==> src/rtl/bsz_pkg.sv <==
package bsz_pkg;
  typedef enum logic [1:0] {
    ST_IDLE   = 2'd0,
    ST_FIRST  = 2'd1,
    ST_SECOND = 2'd2
  } bsz_state_e;
endpackage

==> src/rtl/bsz_lane_mux.sv <==
// Write-lane formatting: copies the upper half onto the lower lane when the
// lower lane carries no enabled byte of its own, or on a second split cycle.
module bsz_lane_mux #(
  parameter int DATA_W = 32
) (
  input  logic [DATA_W-1:0]   wdata,
  input  logic [DATA_W/8-1:0] be_n,
  input  logic                second,
  output logic [DATA_W-1:0]   lane
);
  localparam int HALF = DATA_W / 2;
  localparam int BE_W = DATA_W / 8;
  localparam int HB   = BE_W / 2;

  logic lo_used, hi_used, dup;

  always_comb begin
    lo_used = ~&be_n[HB-1:0];
    hi_used = ~&be_n[BE_W-1:HB];
    dup     = second | (hi_used & ~lo_used);
    lane    = dup ? {wdata[DATA_W-1:HALF], wdata[DATA_W-1:HALF]} : wdata;
  end
endmodule

==> src/rtl/bsz_rd_assemble.sv <==
// Read-word assembly: keeps the first 16-bit half of a split read and
// builds the final word on the last ready edge.
module bsz_rd_assemble #(
  parameter int DATA_W = 32
) (
  input  logic              clk,
  input  logic              rst,
  input  logic              cap_lo,
  input  logic              finish,
  input  logic              is_second,
  input  logic              narrow,
  input  logic              hi_used,
  input  logic [DATA_W-1:0] din,
  output logic [DATA_W-1:0] rdata
);
  localparam int HALF = DATA_W / 2;

  logic [HALF-1:0] lo_q;

  always_ff @(posedge clk) begin
    if (rst) begin
      lo_q  <= '0;
      rdata <= '0;
    end else begin
      if (cap_lo) lo_q <= din[HALF-1:0];
      if (finish) begin
        if (is_second)      rdata <= {din[HALF-1:0], lo_q};
        else if (!narrow)   rdata <= din;
        else if (hi_used)   rdata <= {din[HALF-1:0], {HALF{1'b0}}};
        else                rdata <= {{HALF{1'b0}}, din[HALF-1:0]};
      end
    end
  end
endmodule

==> src/rtl/bus_sizer.sv <==
module bus_sizer
  import bsz_pkg::*;
#(
  parameter int ADDR_W = 30,
  parameter int DATA_W = 32
) (
  input  logic                clk,
  input  logic                rst,
  input  logic                req_valid,
  input  logic                req_write,
  input  logic [ADDR_W-1:0]   req_addr,
  input  logic [DATA_W/8-1:0] req_be_n,
  input  logic [DATA_W-1:0]   req_wdata,
  output logic                bus_cyc,
  output logic                bus_wr,
  output logic [ADDR_W-1:0]   bus_addr,
  output logic [DATA_W/8-1:0] bus_be_n,
  output logic [DATA_W-1:0]   bus_dout,
  output logic                bus_doe,
  input  logic [DATA_W-1:0]   bus_din,
  input  logic                bus_rdy,
  input  logic                bus_narrow,
  output logic                done,
  output logic [DATA_W-1:0]   rdata
);
  localparam int BE_W = DATA_W / 8;
  localparam int HB   = BE_W / 2;

  bsz_state_e        state;
  logic [DATA_W-1:0] wdata_q;
  logic [DATA_W-1:0] first_lane, second_lane;
  logic              lo_used, hi_used, split, fin_first, fin_second;

  always_comb begin
    lo_used    = ~&bus_be_n[HB-1:0];
    hi_used    = ~&bus_be_n[BE_W-1:HB];
    split      = (state == ST_FIRST) && bus_rdy && bus_narrow && lo_used && hi_used;
    fin_first  = (state == ST_FIRST) && bus_rdy && !split;
    fin_second = (state == ST_SECOND) && bus_rdy;
  end

  bsz_lane_mux #(.DATA_W(DATA_W)) u_lane_first (
    .wdata(req_wdata), .be_n(req_be_n), .second(1'b0), .lane(first_lane)
  );

  bsz_lane_mux #(.DATA_W(DATA_W)) u_lane_second (
    .wdata(wdata_q), .be_n(bus_be_n), .second(1'b1), .lane(second_lane)
  );

  bsz_rd_assemble #(.DATA_W(DATA_W)) u_rd (
    .clk(clk), .rst(rst), .cap_lo(split), .finish(fin_first | fin_second),
    .is_second(state == ST_SECOND), .narrow(bus_narrow), .hi_used(hi_used),
    .din(bus_din), .rdata(rdata)
  );

  always_ff @(posedge clk) begin
    if (rst) begin
      state    <= ST_IDLE;
      bus_cyc  <= 1'b0;
      bus_wr   <= 1'b0;
      bus_addr <= '0;
      bus_be_n <= '1;
      bus_dout <= '0;
      bus_doe  <= 1'b0;
      wdata_q  <= '0;
      done     <= 1'b0;
    end else begin
      done <= 1'b0;
      unique case (state)
        ST_IDLE: begin
          if (req_valid) begin
            state    <= ST_FIRST;
            bus_cyc  <= 1'b1;
            bus_wr   <= req_write;
            bus_addr <= req_addr;
            bus_be_n <= req_be_n;
            bus_dout <= first_lane;
            bus_doe  <= req_write;
            wdata_q  <= req_wdata;
          end
        end
        ST_FIRST, ST_SECOND: begin
          if (split) begin
            state    <= ST_SECOND;
            bus_be_n <= {bus_be_n[BE_W-1:HB], {HB{1'b1}}};
            bus_dout <= second_lane;
          end else if (fin_first || fin_second) begin
            state    <= ST_IDLE;
            bus_cyc  <= 1'b0;
            bus_wr   <= 1'b0;
            bus_be_n <= '1;
            bus_doe  <= 1'b0;
            done     <= 1'b1;
          end
        end
        default: state <= ST_IDLE;
      endcase
    end
  end

  // a stalled cycle keeps its address, enables and data
  p_hold_wait_r3: assert property (@(posedge clk) disable iff (rst)
    (bus_cyc && !bus_rdy) |=> ($stable(bus_addr) && $stable(bus_be_n) && $stable(bus_dout)));

  // upper-only write carries the upper half on the low lane
  p_upper_dup_r4: assert property (@(posedge clk) disable iff (rst)
    (bus_cyc && bus_wr && &bus_be_n[HB-1:0]) |->
      (bus_dout[DATA_W/2-1:0] == bus_dout[DATA_W-1:DATA_W/2]));

  // second split cycle has the lower enables negated and the same address
  p_second_lo_off_r7: assert property (@(posedge clk) disable iff (rst)
    (state == ST_SECOND) |-> (&bus_be_n[HB-1:0] && bus_cyc));
  p_second_addr_r7: assert property (@(posedge clk) disable iff (rst)
    $rose(state == ST_SECOND) |-> $stable(bus_addr));

  // done only after a ready edge on an open cycle, and lasts one cycle
  p_done_after_rdy_r2: assert property (@(posedge clk) disable iff (rst)
    done |-> $past(bus_cyc && bus_rdy));
  p_done_pulse_r2: assert property (@(posedge clk) disable iff (rst)
    done |=> !done);

  // lower-only transfer closes on its first ready edge
  p_lower_single_r9: assert property (@(posedge clk) disable iff (rst)
    (bus_cyc && bus_rdy && &bus_be_n[BE_W-1:HB]) |=> !bus_cyc);

  // no new request opens over a running cycle
  p_busy_ignore_r10: assert property (@(posedge clk) disable iff (rst)
    (bus_cyc && !bus_rdy && req_valid) |=> (bus_cyc && $stable(bus_addr)));
endmodule

==> config.mk <==
export PLATFORM = sky130hd
export DESIGN_NAME = bus_sizer
export DESIGN_NICKNAME = d
export VERILOG_FILES = /design/src/rtl/bsz_pkg.sv /design/src/rtl/bsz_lane_mux.sv /design/src/rtl/bsz_rd_assemble.sv /design/src/rtl/bus_sizer.sv
export SDC_FILE = /design/constraint.sdc
export NUM_CORES = 1
export LEC_CHECK = 0
export CORE_MARGIN = 1
export CORE_UTILIZATION = 48
export DETAILED_ROUTE_END_ITERATION = 12
export PLACE_DENSITY = 0.86
export SLEW_MARGIN = 5
export SYNTH_ARGS = -nofsm -noshare
export SYNTH_HDL_FRONTEND = slang
export SYNTH_SLANG_ARGS = --single-unit
==> constraint.sdc <==
create_clock -name clk -period 4.76 [get_ports clk]
set_input_delay 1.19 -clock clk [delete_from_list [all_inputs] [get_ports clk]]
set_output_delay 1.19 -clock clk [all_outputs]
set_load 0.05 [all_outputs]
==> results.json <==
{
  "hold_path_class": "reg2reg",
  "grt_pass1_vias": 5785,
  "area.sequential_um2": 2700,
  "cpLargestDelayFamily": "simple AND/OR/NAND/NOR gates",
  "finalHoldViolCount": 0,
  "p_per_area_nw_per_um2": 422,
  "status": "finished, final reports clean",
  "htree_levels": 4,
  "leakagePower_nw": 3.01,
  "critPathCapture": "state[1]",
  "wl_mm": 18.3,
  "crit_cells": 5,
  "nFillCells": 812,
  "met3_usage_pct": 9.54,
  "use_met2_pct": 52.0,
  "synth_area_per_cell_um2": 8.16,
  "fp-row-count": 38,
  "clk_latency_ps": 420,
  "yosysWarnings": 0,
  "cp-start-kind": "primary input",
  "crit_chain": "clkdlybuf4s50_1 > a21bo_4 > or4_1 > or4_1 > a21oi_1",
  "critPathKind": "in2reg",
  "synth_top_cell_area_share_pct": 48.7,
  "reg2reg_depth": 7,
  "rsz0062_at_grt": "no",
  "place_congestion": 0.858,
  "firstDrtPassIters": 5,
  "synth_commonest_cells": "dfxtp_1 (135), nand2_1 (129), a21oi_1 (101)",
  "max_freq_ghz": 0.305,
  "maxCapViolations": 0,
  "dp_hpwl_mm": 11.8,
  "syn_inst": 680,
  "cts_tree": "done",
  "syn_to_final_growth_pct": 48.1,
  "synth_cell_type_count": 37,
  "vias": 5929,
  "portBuffers": 205,
  "critPathArrivalTime_ps": 3620,
  "drive_gt1_share_pct": 9.03,
  "critPathMaxStageDelay_ps": 860,
  "crit_buf_inv": 1,
  "synth-async-reset-ratio_pct": 0,
  "wl_per_cell_um": 18.3,
  "worstSetupStartpoint": "bus_narrow",
  "cts.sinks": 135,
  "crit_fanout": 17,
  "dieArea_um2": 12000,
  "cts.clk_slew.worst_paths_ps": 60,
  "grt_pass1_wl_mm": 28.5,
  "grt_start_max_net_pins": 69,
  "fin_crit_ps": 3280,
  "post_cts_resized": 0,
  "fp.dieW_um": 110,
  "critical_path.most_common_cell": "or4_1",
  "pin_count": 206,
  "final.setup.tns_ps": 0,
  "synth_edf_count": 0,
  "r2r-start": "state[0]",
  "regToRegSetupSlack_ps": 1620,
  "rr_endpoint": "u_rd.rdata[8]",
  "synth_area_um2": 5550,
  "synth_ff_type": "dfxtp_1",
  "ys_seq_elements": 135,
  "seq_area_frac_synth_pct": 48.7,
  "required_ps": 5100,
  "finClkSkew_ps": 4.98,
  "viasPerCell": 5.91,
  "ant_nets": 0,
  "cp_slowest_cell": "or4_1",
  "drc": 0,
  "finalPower_mw": 3.47,
  "vdd_drop_max_mv": 0.261,
  "multiInputGateArea_um2": 2610,
  "initial_utilization_pct": 50.3,
  "cts_buffer_depth": 2,
  "synth_most_common_cell": "dfxtp_1",
  "cts-buffers-inserted": 17,
  "grt_overflow": 0,
  "antenna_found_initial": 0,
  "num_antenna_cells": 0,
  "finalSetupViolations": 0,
  "cts_hold_buffers": 0,
  "synth_nets": 788,
  "gr-usage-met1_pct": 35.5,
  "drt_iter0_drc": 555,
  "yosys.area.top_type": "dfxtp_1",
  "core-area_um2": 11000,
  "worstMarginPinSlew_ps": 1200,
  "grt.total_usage_pct": 30.9,
  "slew_headroom_pct": 20.0,
  "cts_setup_buffers": 0,
  "slew_viol_final": 0,
  "die_h_um": 110,
  "cts-root-buf": "clkbuf_16",
  "grt_most_used_layer": "met2",
  "layout_worst_path_cycle_share_pct": 68.8,
  "nets": 959,
  "synth_area_leaders": "dfxtp_1 (49%), a21oi_1 (9.1%), nand2_1 (8.7%), nor2_1 (4.7%), a211oi_1 (4.3%)",
  "worstSetupEndpointType": "flop"
}
-- sequential cells by signal, summed over array words and instances, names as in the netlist --
name and cells:
bus_cyc 1, bus_be_n 4, bus_doe 1, wdata_q 16
state 2, bus_addr 30, u_rd.rdata 32, done 1
u_rd.lo_q 16, bus_dout 32
-- power breakdown --
group          total, mW  internal, mW  switching, mW
registers           1.28          1.22         0.0587
clock network       1.34         0.849          0.496
logic              0.849         0.313          0.536
-- metal layers --
metal	up-vias	wire length [um]	part of all wire (%)
met4	0	654	3.6
met2	340	9070	49
li1	2753	-	-
met3	53	1650	9.0
met5	-	0	0
met1	2783	6960	38
-- kinds of logic after synthesis --
family          after synthesis  share of synthesized area [%]
flops                       135                           48.7
fa+ha+maj                     4                          0.902
compound gates              242                           28.3
mux                           1                          0.203
simple gates                232                           17.3
buf+inv                      66                           4.60
-- how the worst min path moves through the flow --
stage | startpoint | to | slack (ps) | depth (start not counted)
floorplan | u_rd.lo_q[0] | u_rd.lo_q[0] | 440 | 2
global placement | bus_addr[21] | bus_addr[21] | 440 | 2
detailed placement | bus_addr[13] | bus_addr[13] | 450 | 2
CTS | bus_addr[13] | bus_addr[13] | 460 | 2
global route | bus_addr[13] | bus_addr[13] | 470 | 2
finish | bus_addr[20] | bus_addr[20] | 450 | 2
-- cells in the final DEF (no fill, tap or decap), types with 5 or more instances in the layout --
cell	count
a211oi_1	32
a21oi_1	100
a22oi_1	32
buf_4	9
clkbuf_16	17
clkdlybuf4s50_1	204
dfxtp_1	135
inv_1	5
nand2_1	129
nor2_1	69
o21ai_0	37
o221a_2	14
o221ai_1	16
or2_2	17
-- area by class of cell --
type	instances	area share, %
clock buffers	20	5.56
inverters	5	0.228
flip-flops and latches	135	32.9
clock inverters	12	1.83
repair buffers	213	25.7
well taps	140	2.13
multi-input cells	479	31.7
-- worst register-to-register path: stages, from the launching register on --
cell,delay [ps]
dfxtp_1,340
inv_1,90
ha_1,700
o21ai_0,440
a21oi_4,770
buf_4,410
nor2_1,70
a211oi_1,230
-- stage by stage --
stage | worst slack [ps] | hold slack [ps] | instances | utilization (%) | instance area (um^2)
global placement | 1190 | 441 | 972 | 69.0 | 7610
CTS | 1560 | 458 | 1004 | 74.5 | 8220
detailed placement | 1180 | 449 | 972 | 69.0 | 7610
finish | 1480 | 455 | 1004 | 74.5 | 8220
global route | 1420 | 472 | 1004 | 74.5 | 8220
floorplan | 2050 | 437 | 680 | - | 5550
Note: power is estimated with default switching activity, not from simulation.
